==> config.mk <==
export PLATFORM = sky130hd
export DESIGN_NAME = dbg_pwr_gate
export DESIGN_NICKNAME = d
export VERILOG_FILES = /design/src/rtl/dbg_pwr_pkg.sv /design/src/rtl/dbg_pwr_ctrl.sv /design/src/rtl/dbg_pwr_dp.sv /design/src/rtl/dbg_pwr_gate.sv
export SDC_FILE = /design/constraint.sdc
export NUM_CORES = 1
export LEC_CHECK = 0
export ABC_CLOCK_PERIOD_IN_PS = 2100
export BUFFER_PORTS_ARGS = -buffer_cell sky130_fd_sc_hd__buf_2
export CORE_ASPECT_RATIO = 1.25
export CORE_MARGIN = 2
export CORE_UTILIZATION = 40
export CTS_CLUSTER_DIAMETER = 60
export DETAILED_ROUTE_END_ITERATION = 16
export PLACE_DENSITY = 0.65
export SYNTH_ARGS = -nofsm -noshare
export SYNTH_HDL_FRONTEND = slang
export SYNTH_HIERARCHICAL = 1
export SYNTH_SLANG_ARGS = --single-unit
==> constraint.sdc <==
create_clock -name clk -period 2.1 [get_ports clk]
set_clock_uncertainty 0.2 [all_clocks]
set_input_delay 0.42 -clock clk [delete_from_list [all_inputs] [get_ports clk]]
set_output_delay 0.42 -clock clk [all_outputs]
set_load 0.02 [all_outputs]
==> src/rtl/dbg_pwr_pkg.sv <==
package dbg_pwr_pkg;
  localparam int ADDR_W = 12;
  localparam int DATA_W = 32;

  localparam logic [ADDR_W-1:0] OFS_DATA  = 12'h0A0;
  localparam logic [ADDR_W-1:0] OFS_OSLK  = 12'h300;
  localparam logic [ADDR_W-1:0] OFS_DLK   = 12'h304;
  localparam logic [ADDR_W-1:0] OFS_CTL   = 12'h310;
  localparam logic [ADDR_W-1:0] OFS_STAT  = 12'h314;

  localparam int CTL_UP_BIT   = 3;
  localparam int CTL_NPD_BIT  = 0;
  localparam int ST_PWR_BIT   = 0;
  localparam int ST_EMU_BIT   = 1;
  localparam int ST_OSLK_BIT  = 5;
  localparam int ST_DLK_BIT   = 6;

  typedef enum logic [2:0] {
    SEL_NONE, SEL_CTL, SEL_STAT, SEL_DLK, SEL_DATA
  } rdSel_e;

  typedef struct packed {
    logic   wrCtl;
    logic   wrOsLock;
    logic   wrDLock;
    logic   wrData;
    logic   rdStat;
    logic   err;
    rdSel_e rdSel;
  } strobe_t;
endpackage

==> src/rtl/dbg_pwr_ctrl.sv <==
module dbg_pwr_ctrl
  import dbg_pwr_pkg::*;
#(
  parameter int AW = ADDR_W
) (
  input  logic          clk,
  input  logic          rstN,
  input  logic          busValid,
  input  logic          busWrite,
  input  logic [AW-1:0] busAddr,
  input  logic          poweredSt,
  input  logic          dLock,
  input  logic          osLock,
  output strobe_t       strb
);
  logic coreAccessOk;

  assign coreAccessOk = poweredSt && !dLock && !osLock;

  always_comb begin
    strb = '0;
    strb.rdSel = SEL_NONE;
    if (busValid) begin
      unique case (busAddr)
        OFS_DATA: begin
          if (coreAccessOk) begin
            strb.wrData = busWrite;
            strb.rdSel  = busWrite ? SEL_NONE : SEL_DATA;
          end else begin
            strb.err = 1'b1;
          end
        end
        OFS_OSLK: strb.wrOsLock = busWrite;
        OFS_DLK: begin
          strb.wrDLock = busWrite;
          strb.rdSel   = busWrite ? SEL_NONE : SEL_DLK;
        end
        OFS_CTL: begin
          strb.wrCtl = busWrite;
          strb.rdSel = busWrite ? SEL_NONE : SEL_CTL;
        end
        OFS_STAT: begin
          strb.rdStat = !busWrite;
          strb.rdSel  = busWrite ? SEL_NONE : SEL_STAT;
        end
        default: strb.err = 1'b1;
      endcase
    end
  end

  // a core-domain write strobe only ever leaves while access is permitted
  assert_gate_write_R6: assert property (@(posedge clk) disable iff (!rstN)
    strb.wrData |-> (poweredSt && !dLock && !osLock));

  // unmapped offsets never produce a write strobe
  assert_unmapped_err_R7: assert property (@(posedge clk) disable iff (!rstN)
    (busValid && busAddr != OFS_DATA && busAddr != OFS_OSLK && busAddr != OFS_DLK
     && busAddr != OFS_CTL && busAddr != OFS_STAT)
    |-> (strb.err && !strb.wrCtl && !strb.wrOsLock && !strb.wrDLock && !strb.wrData));
endmodule

==> src/rtl/dbg_pwr_dp.sv <==
module dbg_pwr_dp
  import dbg_pwr_pkg::*;
#(
  parameter int DW = DATA_W,
  parameter int SYNC_STAGES = 2
) (
  input  logic          clk,
  input  logic          rstN,
  input  strobe_t       strb,
  input  logic          busValid,
  input  logic [DW-1:0] busWdata,
  input  logic          pwrAck,
  input  logic          coreDownReq,
  output logic          poweredSt,
  output logic          dLock,
  output logic          osLock,
  output logic          pwrUpReq,
  output logic          noPwrDnReq,
  output logic          busRespValid,
  output logic [DW-1:0] busRdata,
  output logic          busErr
);
  logic [SYNC_STAGES-1:0] ackSync;
  logic                   emuDown;
  logic [DW-1:0]          dataReg;
  logic [DW-1:0]          rdMux;

  assign poweredSt = ackSync[SYNC_STAGES-1];

  always_ff @(posedge clk) begin
    if (!rstN) ackSync <= '0;
    else       ackSync <= {ackSync[SYNC_STAGES-2:0], pwrAck};
  end

  always_ff @(posedge clk) begin
    if (!rstN) begin
      pwrUpReq   <= 1'b0;
      noPwrDnReq <= 1'b0;
      osLock     <= 1'b1;
      dLock      <= 1'b0;
      emuDown    <= 1'b0;
      dataReg    <= '0;
    end else begin
      if (strb.wrCtl) begin
        pwrUpReq   <= busWdata[CTL_UP_BIT];
        noPwrDnReq <= busWdata[CTL_NPD_BIT];
      end
      if (strb.wrOsLock) osLock <= busWdata[0];
      if (strb.wrDLock)  dLock  <= busWdata[0];
      if (coreDownReq && noPwrDnReq) emuDown <= 1'b1;
      else if (strb.rdStat)          emuDown <= 1'b0;
      if (!poweredSt)       dataReg <= '0;
      else if (strb.wrData) dataReg <= busWdata;
    end
  end

  always_comb begin
    rdMux = '0;
    unique case (strb.rdSel)
      SEL_CTL: begin
        rdMux[CTL_UP_BIT]  = pwrUpReq;
        rdMux[CTL_NPD_BIT] = noPwrDnReq;
      end
      SEL_STAT: begin
        rdMux[ST_PWR_BIT]  = poweredSt;
        rdMux[ST_EMU_BIT]  = emuDown;
        rdMux[ST_OSLK_BIT] = osLock;
        rdMux[ST_DLK_BIT]  = dLock;
      end
      SEL_DLK:  rdMux[0] = dLock;
      SEL_DATA: rdMux = dataReg;
      default:  rdMux = '0;
    endcase
  end

  always_ff @(posedge clk) begin
    if (!rstN) begin
      busRespValid <= 1'b0;
      busRdata     <= '0;
      busErr       <= 1'b0;
    end else begin
      busRespValid <= busValid;
      busErr       <= busValid && strb.err;
      busRdata     <= (busValid && !strb.err) ? rdMux : '0;
    end
  end

  // the powered status can rise only for an acknowledge seen two edges before
  assert_sync_delay_R3: assert property (@(posedge clk) disable iff (!rstN)
    $rose(poweredSt) |-> $past(pwrAck, 2));

  // an error response always carries zero data
  assert_err_zero_R6: assert property (@(posedge clk) disable iff (!rstN)
    busErr |-> (busRdata == '0 && busRespValid));

  // the sticky flag only rises on a blocked power-down attempt
  assert_emu_cause_R8: assert property (@(posedge clk) disable iff (!rstN)
    $rose(emuDown) |-> $past(coreDownReq && noPwrDnReq));

  // request outputs change only through a control write
  assert_req_source_R2: assert property (@(posedge clk) disable iff (!rstN)
    !$past(strb.wrCtl) |-> ($stable(pwrUpReq) && $stable(noPwrDnReq)));
endmodule

==> src/rtl/dbg_pwr_gate.sv <==
module dbg_pwr_gate
  import dbg_pwr_pkg::*;
#(
  parameter int AW = ADDR_W,
  parameter int DW = DATA_W
) (
  input  logic          clk,
  input  logic          rstN,
  input  logic          busValid,
  input  logic          busWrite,
  input  logic [AW-1:0] busAddr,
  input  logic [DW-1:0] busWdata,
  output logic          busRespValid,
  output logic [DW-1:0] busRdata,
  output logic          busErr,
  output logic          pwrUpReq,
  output logic          noPwrDnReq,
  input  logic          pwrAck,
  input  logic          coreDownReq
);
  strobe_t strb;
  logic    poweredSt;
  logic    dLock;
  logic    osLock;

  dbg_pwr_ctrl #(.AW(AW)) u_ctrl (
    .clk       (clk),
    .rstN      (rstN),
    .busValid  (busValid),
    .busWrite  (busWrite),
    .busAddr   (busAddr),
    .poweredSt (poweredSt),
    .dLock     (dLock),
    .osLock    (osLock),
    .strb      (strb)
  );

  dbg_pwr_dp #(.DW(DW), .SYNC_STAGES(2)) u_dp (
    .clk          (clk),
    .rstN         (rstN),
    .strb         (strb),
    .busValid     (busValid),
    .busWdata     (busWdata),
    .pwrAck       (pwrAck),
    .coreDownReq  (coreDownReq),
    .poweredSt    (poweredSt),
    .dLock        (dLock),
    .osLock       (osLock),
    .pwrUpReq     (pwrUpReq),
    .noPwrDnReq   (noPwrDnReq),
    .busRespValid (busRespValid),
    .busRdata     (busRdata),
    .busErr       (busErr)
  );
endmodule

Yosys cells after proc, flatten, opt, wreduce, memory -nomap -nowiden:

Index checks and enable logic that the tools add are counted.

* flip-flop bits (word level): 73
* input bits: 50
* output and inout port bits: 36
* word-level logic and storage cells: 55

* equality and inequality tests: 9
* multiplexer cells: 21
* reduce and logical (&&, ||, !) cells: 14

Operators by type and width (count)
* $eq 12x10->1 const B: 4
* $eq 12x8->1 const B: 1
* $pmux 3 s4: 1
* $mux 1: 10
* $mux 9: 1
* $eq 3x2->1 const B: 2
* $mux 3: 2
* $pmux 1 s2: 3
* $logic_and 1x1->1: 5
* $logic_not 1->1: 4
* $mux 2: 2
* $pmux 1 s4: 1
* $pmux 2 s2: 1
* $reduce_and 2->1: 2
* $reduce_or 4->1: 1
* $eq 3x1->1 const B: 1
* $eq 3x3->1 const B: 1
* $reduce_and 3->1: 1
* $reduce_bool 2->1: 1

Depth between registers and ports, before layout:

Gate-level depths: netlist (run 1).

* word-level depth: 9
* depth in mapped cells: 7
* depth with buffers taken out: 6

Cells and area by module:

Netlist (run 1), hierarchy kept.

Modules (own cells, without submodules)
* dbg_pwr_dp: times used 1, cells each 210, area each 2391.0 um2, seq. area each 1461.4 um2
* dbg_pwr_ctrl: times used 1, cells each 27, area each 185.2 um2, seq. area each 0.0 um2

Worst setup path before layout (run 1):

No wires, ideal clock.

* path type: input to register
* from: input busAddr[11]
* to: register u_dp.busRdata[11]
* library setup time: 59 ps
* arrival time: 1911 ps
* required time: 1841 ps
* setup slack: -70 ps
* stages on the path: 7
* path buffers: 1
* cell sequence: nor2_1 nand4_1 nor3_1 nor2b_2 nor4b_4 buf_6 and2_1

RTL lines
* from (decl): line dbg_pwr_gate.sv:11 `input logic [AW-1:0] busAddr,`
* to (signal assigned): line dbg_pwr_dp.sv:84 `busRdata <= (busValid && !strb.err) ? rdMux : '0;`
* to (decl): line dbg_pwr_dp.sv:20 `output logic [DW-1:0] busRdata,`

==> results of run 1 <==
-- power breakdown --
part / internal (mW) / switching (mW) / leakage (nW)
registers: 1.39 / 0.00130 / 0.588
clock network: 0.614 / 0.494 / 0.103
logic: 0.0517 / 0.0536 / 0.782
total: 2.05 / 0.549 / 1.47
-- path summary, 6_finish.rpt --
check	startpoint	to	slack, ns	cells past startpoint
max	u_dp/ackSync[1]	u_dp/dataReg[3]	0.13	8
min	pwrAck	u_dp/ackSync[0]	0.09	2
max reg2reg	u_dp/ackSync[1]	u_dp/dataReg[3]	0.13	8
min reg2reg	u_dp/ackSync[0]	u_dp/ackSync[1]	0.24	1
-- per-stage QoR --
stage / std cells / utilization / worst slack, ns / setup TNS, ns
after CTS: 430 / 0.553 / 0.0551 / 0
after detailed placement: 414 / 0.519 / -0.142 / -6.91
final: 437 / 0.566 / 0.133 / 0
after global routing: 437 / 0.566 / -0.00337 / -0.00486
after global placement: 414 / 0.519 / -0.141 / -4.34
after floorplan: 237 / - / 0.00945 / 0
-- cell type report --
cell class | count | share of cell area
sequential | 73 | 0.416
multi-input combinational | 149 | 0.305
timing repair buffer | 109 | 0.184
clock buffer | 12 | 0.0441
tap | 85 | 0.0303
clock inverter | 4 | 0.0146
inverter | 5 | 0.00534
-- routing by layer --
metal,vias to the layer above,GRT usage,share of wire
li1,1011,-,-
met1,906,0.180,0.41
met2,69,0.259,0.51
met3,15,0.0343,0.051
met4,0,0.102,0.029
met5,-,0,0
-- cell families after synthesis --
logic type | after synthesis | synth area share
buffers and inverters | 15 | 0.0306
muxes | 37 | 0.144
and+or+nand+nor | 102 | 0.229
AOI/OAI and AO/OA | 9 | 0.0262
xor gates and xnor gates | 1 | 0.00340
DFF | 73 | 0.567
-- Yosys cell counts (2+ instances only) --
library cell  instances
mux2i_1              37
inv_1                 5
and2_1               29
or3_1                 2
and2b_1               2
nor2b_1               4
buf_2                 3
nor3_1                7
nor4_1                4
buf_6                 2
nor2_1               39
buf_1                 3
nand4_1               2
a22oi_1               5
nand2_1               4
dfxtp_1              73
o2bb2ai_1             2
-- state kept, by name, summed over array words and instances (netlist names) --
signal             flops
u_dp/pwrUpReq          1
u_dp/dLock             1
u_dp/busErr            1
u_dp/noPwrDnReq        1
u_dp/emuDown           1
u_dp/ackSync           2
u_dp/dataReg          32
u_dp/osLock            1
u_dp/busRdata         32
u_dp/busRespValid      1
-- worst max-delay path: cells and delay by family, from the launching register on --
family	cells	cell delay [ns]
buffers and inverters	3	0.53
flip-flops	1	0.36
multiplexers	1	0.20
AND/OR/NAND/NOR	4	0.54
-- repair_timing --
item                                    4_1_cts  5_1_grt
buffers inserted                              0        4
endpoints found under the setup margin        0       58
hold buffers                                  0        0
gates resized for setup                       0        8
==> results.tsv, run 1 <==
stage	metric	value	unit
status	outcome	completed	
hold_path	min-delay worst type	input port to flop	
timing	Fmax	508	MHz
finish	multi-input logic area	0.00107	mm²
power_and_ir_drop	total power	2.60	mW
finish	layout cell share with drive strength beyond 1	0.386	
clocking	clock-pin slew on the worst setup and hold paths	0.07	ns
floorplanning	Die ar.	0.00710	mm²
power_and_ir_drop	PwrDens	740	mW/mm²
timing	Tcrit/Tclk final	0.937	
synth	Ys Warns	6	
synth	Gate Count Post-Synth	237	
worst_setup_path	kind of critical path	flop to flop	
place	Routability Congestion	0.833	
synth	post-synthesis cell type count	31	
clocking	TritonCTS clock tree	done	
synth	Synth top area share	0.567	
timing	endpoints failing hold	0	
routing	# DRC	0	
finish	Nets	397	
place	Placed Area	0.00322	mm²
synth	ys flop type	dfxtp_1	
finish	leading cell types in the layout, fill and taps excluded	85 x buf_2, 72 x dfxtp_1, 38 x nor2_1	
routing	per-cell routed wire length	13.1	µm
floorplanning	core area	0.00621	mm²
clocking	clock buffer depth	2	
synth	number of synthesized flops with an enable pin	0	
global_route	initial antenna violation count	0	
timing	Hold WS	0.0877	ns
finish	area growth from synthesis to layout	36.4	%
worst_setup_path	slowest CP cell	dfxtp_1	
floorplanning	DIE HEIGHT	93.7	µm
synth	Mapped Area	0.00258	mm²
worst_setup_path	CP max FO	8	
floorplanning	row count	32	
worst_setup_path	CP endpoint kind	flop	
routing	vias per cell	4.58	
floorplanning	DIE WIDTH	75.8	µm
global_route	vias in the first global route	1889	
flow_run	maxcap violations	0	
global_route	largest net degree at the start of global routing	33	
clocking	clock sinks	73	
global_route	GRT Overall Usage	0.158	
timing	Slew Viols, Final	0	
place	Port-buffer cells	85	
routing	post-route ant nets	0	
global_route	gr ovfl total	0	
worst_setup_path	Worst EP arrival	1.98	ns
clocking	insertion delay to the later sink of the worst-skew pair	0.34	ns
power_and_ir_drop	Max VDD drop	0.379	mV
synth	ranking of synthesized cells by area	dfxtp_1 57%, mux2i_1 14%, and2_1 7.0%, nor2_1 5.7%, a22oi_1 1.5%	
routing	vias	2001	
clocking	cts bufs inserted	9	
synth	synthesized area per cell	10.9	µm²
finish	Final Cell Area	0.00351	mm²
synth	Post-Syn Nets	287	
power_and_ir_drop	cell leakage power	1.47	nW
finish	Antenna diodes	0	
worst_setup_path	WP data required	2.11	ns
timing	Tightest Pin Transition	0.523	ns
finish	most common cell after layout, fill and taps aside	buf_2	
floorplanning	I/O pins	86	
floorplanning	initial core utilization	0.415	
worst_setup_path	crit-path cells	and4b_1, nand4_1, buf_4, nor3_4, buf_4, buf_6, mux2i_1, nor2_1	
worst_setup_path	type of origin of the critical path	flop	
routing	violation count after the first detailed-routing iteration	59	
routing	final WL	5.72	mm
timing	min Tclk post-route	1.97	ns
clocking	root buffer cell	clkbuf_8	
synth	leading area contributor after synthesis	dfxtp_1	
place	DPL Wire Length	3.79	mm
timing	final setup fails	0	
global_route	first-pass GRT wire length	8.34	mm
synth	register area share after synthesis	0.567	
finish	Layout fillers	556	
routing	Pre-antenna DRT Iters	4	
worst_setup_path	crit-path max cell delay	0.36	ns
synth	FF+latch count, synth	73	
synth	Synth async-reset ratio	0	
worst_setup_path	Top cell by count, worst path	buf_4	
timing	Worst slew margin	0.652	
clocking	H-tree depth	3	
finish	storage element area	0.00146	mm²
Power figures use the tool's default switching activity.
==> run 2: changes to the inputs <==
BUFFER_PORTS_ARGS = not set   (was -buffer_cell sky130_fd_sc_hd__buf_2)
DONT_BUFFER_PORTS = 1   (was not set)
PLACE_DENSITY = 0.53   (was 0.65)
==> run 2 against run 1 <==
  * Die area is the same
  * Non-clock buffer count fell by 89
  * Critical path depth fell by 1
  * Worst setup slack worse by 0.059 ns
  * Combinational power fell by 57%
  * Global-route usage fell by 0.47 points
  * Clock-buffer cell count fell by 2
  * Worst hold slack worse by 0.063 ns
  * Fmax shrank 2.9%
  * Core utilization decreased by 7.1 points
==> results.tsv, run 2 (synthesis results as in run 1) <==
stage	metric	value	unit
status	outcome	completed	
timing	final setup fails	0	
finish	most common cell after layout, fill and taps aside	dfxtp_1	
finish	area growth from synthesis to layout	19.4	%
timing	Tcrit/Tclk final	0.965	
worst_setup_path	reg2reg start	u_dp/osLock	
global_route	largest net degree at the start of global routing	33	
power_and_ir_drop	total power	2.65	mW
clocking	insertion delay to the later sink of the worst-skew pair	0.33	ns
routing	final WL	5.20	mm
timing	worst setup margin	0.0738	ns
worst_setup_path	crit-path max cell delay	0.31	ns
timing	Tightest Pin Transition	0.475	ns
power_and_ir_drop	Max VDD drop	0.372	mV
floorplanning	row count	32	
finish	leading cell types in the layout, fill and taps excluded	72 x dfxtp_1, 38 x nor2_1, 37 x mux2i_1	
worst_setup_path	Worst EP arrival	2.04	ns
place	Routability Congestion	0.771	
floorplanning	I/O pins	86	
worst_setup_path	CP max FO	16	
worst_setup_path	WP data required	2.11	ns
timing	Fmax	494	MHz
floorplanning	DIE HEIGHT	93.7	µm
worst_setup_path	Critical Path Start	u_dp/osLock	
routing	post-route ant nets	0	
worst_setup_path	CP endpoint kind	flop	
global_route	vias in the first global route	1639	
global_route	initial antenna violation count	0	
timing	RSZ-0062 raised after global routing	true	
clocking	clock-pin slew on the worst setup and hold paths	0.08	ns
clocking	clock buffer depth	2	
finish	layout cell share with drive strength beyond 1	0.167	
global_route	first-pass GRT wire length	7.85	mm
timing	min Tclk post-route	2.03	ns
flow_run	maxcap violations	0	
finish	Antenna diodes	0	
worst_setup_path	slowest CP cell	dfxtp_1	
clocking	post-CTS setup buffer count	0	
timing	Slew Viols, Final	0	
power_and_ir_drop	PwrDens	862	mW/mm²
global_route	GRT Overall Usage	0.154	
place	pre-CTS setup slack	-0.0658	ns
routing	# DRC	0	
floorplanning	core area	0.00621	mm²
place	Port-buffer cells	0	
worst_setup_path	crit-path cells	and4b_1, nand4_1, buf_4, nor3_4, buf_6, mux2i_1, nor2_1	
routing	vias	1646	
finish	Nets	308	
global_route	gr ovfl total	0	
floorplanning	Die ar.	0.00710	mm²
power_and_ir_drop	cell leakage power	1.05	nW
worst_setup_path	kind of critical path	flop to flop	
clocking	cts bufs inserted	9	
clocking	clock sinks	73	
timing	Worst slew margin	0.683	
timing	endpoints failing hold	0	
hold_path	Hold Crit Start	rstN	
routing	vias per cell	4.73	
clocking	H-tree depth	3	
clocking	root buffer cell	clkbuf_8	
floorplanning	initial core utilization	0.415	
hold_path	min-delay worst type	input port to flop	
routing	per-cell routed wire length	14.9	µm
routing	Pre-antenna DRT Iters	3	
worst_setup_path	type of origin of the critical path	flop	
clocking	TritonCTS clock tree	done	
finish	Regs by FF count	u_dp/busRdata (32), u_dp/dataReg (32), u_dp/ackSync (2)	
finish	Layout fillers	566	
floorplanning	DIE WIDTH	75.8	µm
place	DPL Wire Length	3.44	mm
finish	post-layout util	0.496	
routing	violation count after the first detailed-routing iteration	51	
[run 2: stage by stage]
step / cell area (µm²) / setup TNS [ns] / hold WS (ns) / cells
2_1_floorplan: 2590 / 0 / 0.212 / 237
3_3_place_gp: 2780 / -1.54 / 0.218 / 327
3_5_place_dp: 2780 / -2.67 / 0.219 / 327
4_1_cts: 3050 / 0 / 0.00524 / 347
5_1_grt: 3080 / -0.00457 / 0.00582 / 348
6_report: 3080 / 0 / 0.0248 / 348
[run 2: critical path: cells and delay by family, from the launching register on]
kind,cells,cell delay (ns)
buffers and inverters,2,0.46
DFF,1,0.31
muxes,1,0.22
and+or+nand+nor,4,0.70
[run 2: area by class of cell]
type                            count  area (µm²)  area share
Sequential cell                    73        1460       0.475
Multi-Input combinational cell    149        1070       0.347
Timing Repair Buffer               20         194      0.0630
Clock buffer                       10         138      0.0447
Tap cell                           85         106      0.0346
Clock inverter                      6        90.1      0.0293
Inverter                            5        18.8     0.00610
[run 2: timing repair]
item                                    4_1_cts  5_1_grt
resized for setup                             0        4
endpoints found under the setup margin        0       15
hold buffers                                  4        0
hold endpoints to repair                      6        0
[run 2: final timing paths]
| kind | cells past startpoint | to | slack, ns |
|---|---|---|---|
| worst max-delay path | 7 | u_dp/dataReg[23] | 0.07 |
| worst min-delay path | 1 | u_dp/dLock | 0.02 |
| worst min register to register | 1 | u_dp/ackSync[1] | 0.24 |
| worst max register to register | 7 | u_dp/dataReg[23] | 0.07 |
[run 2: layer usage]
layer / up-vias / part of all wire / global-route usage
li1: 835 / - / -
met1: 742 / 0.39 / 0.153
met2: 63 / 0.50 / 0.251
met3: 6 / 0.093 / 0.0923
met4: 0 / 0.013 / 0.0658
met5: - / 0 / 0
[run 2: power by group]
part	leakage, nW	switching (mW)	internal, mW
Clock	0.113	0.510	0.705
Sequential	0.589	0.00410	1.39
Combinational	0.353	0.0238	0.0211
Total	1.05	0.538	2.11
==> run 3: changes to the inputs <==
ABC_CLOCK_PERIOD_IN_PS = 1800   (was 2100)
clock period = 1.8 ns   (was 2.1 ns; I/O delays follow)
==> run 3 against run 2 <==
  * The flow now finishes with violations (negative setup slack)
  * Critical endpoint is now u_dp/busRdata[25]
  * Sequential share of layout area is 8.2 points lower
  * Cell count is 13% higher
  * Sequential power is 17% higher
  * Non-clock buffer count is 45 higher
  * Global-route usage is 1.7 points higher
  * Largest cell class unchanged
  * Critical path type unchanged
  * Core utilization is 10 points higher
  * Design area is 21% higher
  * Via count is 12% higher
  * Die area stayed put
  * Clock power is 18% higher
  * Worst setup slack worse by 0.31 ns
  * Register-to-register slack worse by 0.31 ns
==> results.tsv, run 3 (synthesis results as in run 1) <==
stage	metric	value	unit
status	outcome	complete, but fails checks	
status	violated checks	negative setup slack	
global_route	largest net degree at the start of global routing	33	
finish	storage element area	0.00146	mm²
hold_path	WHS Endpoint	u_dp/osLock	
power_and_ir_drop	cell leakage power	1.31	nW
finish	fin cells	393	
worst_setup_path	CP max FO	13	
finish	area growth from synthesis to layout	44.5	%
timing	min Tclk post-route	2.04	ns
routing	Pre-antenna DRT Iters	4	
floorplanning	row count	32	
routing	# DRC	0	
timing	Tightest Pin Transition	0.390	ns
clocking	clock sinks	73	
finish	Antenna diodes	0	
global_route	initial antenna violation count	0	
clocking	clock buffer depth	2	
clocking	cts bufs inserted	9	
routing	final WL	5.88	mm
routing	post-route ant nets	0	
floorplanning	Die ar.	0.00710	mm²
finish	Layout fillers	569	
clocking	clock-pin slew on the worst setup and hold paths	0.08	ns
floorplanning	core area	0.00621	mm²
finish	multi-input logic area	0.00118	mm²
clocking	H-tree depth	3	
finish	Regs by FF count	u_dp/busRdata (32), u_dp/dataReg (32), u_dp/ackSync (2)	
routing	per-cell routed wire length	15.0	µm
power_and_ir_drop	PwrDens	857	mW/mm²
clocking	TritonCTS clock tree	done	
finish	leading cell types in the layout, fill and taps excluded	71 x dfxtp_1, 36 x nor2_1, 36 x mux2i_1, 36 x dlygate4sd3_1, 18 x and2_1	
worst_setup_path	Reg2Reg Depth	8	
hold_path	hold depth	3	
place	DPL Wire Length	3.45	mm
finish	most common cell after layout, fill and taps aside	dfxtp_1	
worst_setup_path	WP data required	1.89	ns
hold_path	min-delay worst type	input port to flop	
routing	violation count after the first detailed-routing iteration	45	
clocking	root buffer cell	clkbuf_8	
global_route	GRT Overall Usage	0.170	
place	Port-buffer cells	0	
global_route	first-pass GRT wire length	8.80	mm
place	Routability Congestion	0.742	
hold_path	Hold Crit Start	busAddr[2]	
timing	final setup fails	64	
flow_run	maxcap violations	0	
finish	layout cell share with drive strength beyond 1	0.273	
place	pre-CTS setup slack	-0.351	ns
worst_setup_path	kind of critical path	flop to flop	
finish	Nets	353	
timing	Worst slew margin	0.738	
timing	Hold WS	0.0422	ns
floorplanning	initial core utilization	0.415	
global_route	vias in the first global route	1862	
worst_setup_path	reg2reg start	u_dp/osLock	
worst_setup_path	reg-to-reg setup timing slack	-0.24	ns
timing	Fmax	491	MHz
floorplanning	DIE HEIGHT	93.7	µm
floorplanning	I/O pins	86	
clocking	insertion delay to the later sink of the worst-skew pair	0.34	ns
worst_setup_path	CP endpoint kind	flop	
timing	endpoints failing hold	0	
worst_setup_path	FF-to-FF End	u_dp/busRdata[25]	
timing	Tcrit/Tclk final	1.13	
place	Placed Instances	331	
worst_setup_path	Worst EP arrival	2.13	ns
timing	worst setup margin	-0.237	ns
power_and_ir_drop	Max VDD drop	0.491	mV
global_route	gr ovfl total	0	
floorplanning	DIE WIDTH	75.8	µm
timing	Slew Viols, Final	0	
timing	RSZ-0062 raised after global routing	true	
routing	vias per cell	4.70	
routing	vias	1848	
finish	post-layout util	0.600	
worst_setup_path	type of origin of the critical path	flop	
## run 3: cell types whose count changed in the layout (fill, tap and decap cells not counted), sizes merged
| cell | previous run | this run |
|---|---|---|
| buf | 15 | 26 |
| clkbuf | 11 | 13 |
| clkinv | 2 | 1 |
| clkinvlp | 1 | 2 |
| dlygate4sd3 | 4 | 36 |
## run 3: timing repair
| action | CTS | global route |
|---|---|---|
| pin swaps | 4 | 14 |
| endpoints found under the hold margin | 41 | 0 |
| resized for setup | 13 | 26 |
| buffers inserted | 3 | 4 |
| gates cloned | 1 | 3 |
| setup endpoints to repair | 64 | 64 |
| hold buffers | 36 | 0 |
## run 3: metrics by stage
stage | setup TNS [ns] | power [mW] | instance area [µm²]
global placement | -17.41 | 1.71 | 2840
finish | -10.95 | 3.19 | 3720
CTS | -10.17 | 3.23 | 3530
floorplan | -6.97 | 1.70 | 2650
detailed placement | -18.98 | 1.71 | 2840
global route | -16.60 | 3.31 | 3720
## run 3: final cells by class
type / instances / share of cell area
Inverter: 5 / 0.00504
Clock inverter: 6 / 0.0239
Multi-Input combinational cell: 149 / 0.318
Timing Repair Buffer: 65 / 0.194
Tap cell: 85 / 0.0286
Sequential cell: 73 / 0.393
Clock buffer: 10 / 0.0370
## run 3: critical path, cell delays in order (launching register included)
cell	delay (ns)
dfxtp_2	0.33
and4b_1	0.25
nand4_1	0.15
nor3_2	0.22
nor2b_4	0.18
nor4b_4	0.20
buf_6	0.16
clkbuf_16	0.16
and2_4	0.13
## run 3: worst max-delay path by stage
stage                start                end  slack [ns]  depth (start not counted)
2_1_floorplan   busAddr[3]  u_dp/busRdata[11]       -0.22                          7
3_3_place_gp    busAddr[3]   u_dp/dataReg[16]       -0.33                          7
3_5_place_dp    busAddr[3]   u_dp/dataReg[11]       -0.35                          7
4_1_cts        u_dp/osLock  u_dp/busRdata[17]       -0.20                          7
5_1_grt        u_dp/osLock  u_dp/busRdata[25]       -0.31                          8
6_report       u_dp/osLock  u_dp/busRdata[25]       -0.24                          8
## run 3: report_power, final
group | leakage, nW | switching (mW) | internal (mW)
clock network | 0.109 | 0.619 | 0.820
registers | 0.588 | 0.00525 | 1.62
logic | 0.616 | 0.0482 | 0.0807
## run 3: metal layers
metal / global-route usage / routed length (µm) / vias up
met5: 0 / 0 / -
li1: - / - / 924
met3: 0.0547 / 375 / 9
met4: 0.0789 / 111 / 0
met1: 0.194 / 2490 / 850
met2: 0.282 / 2900 / 65
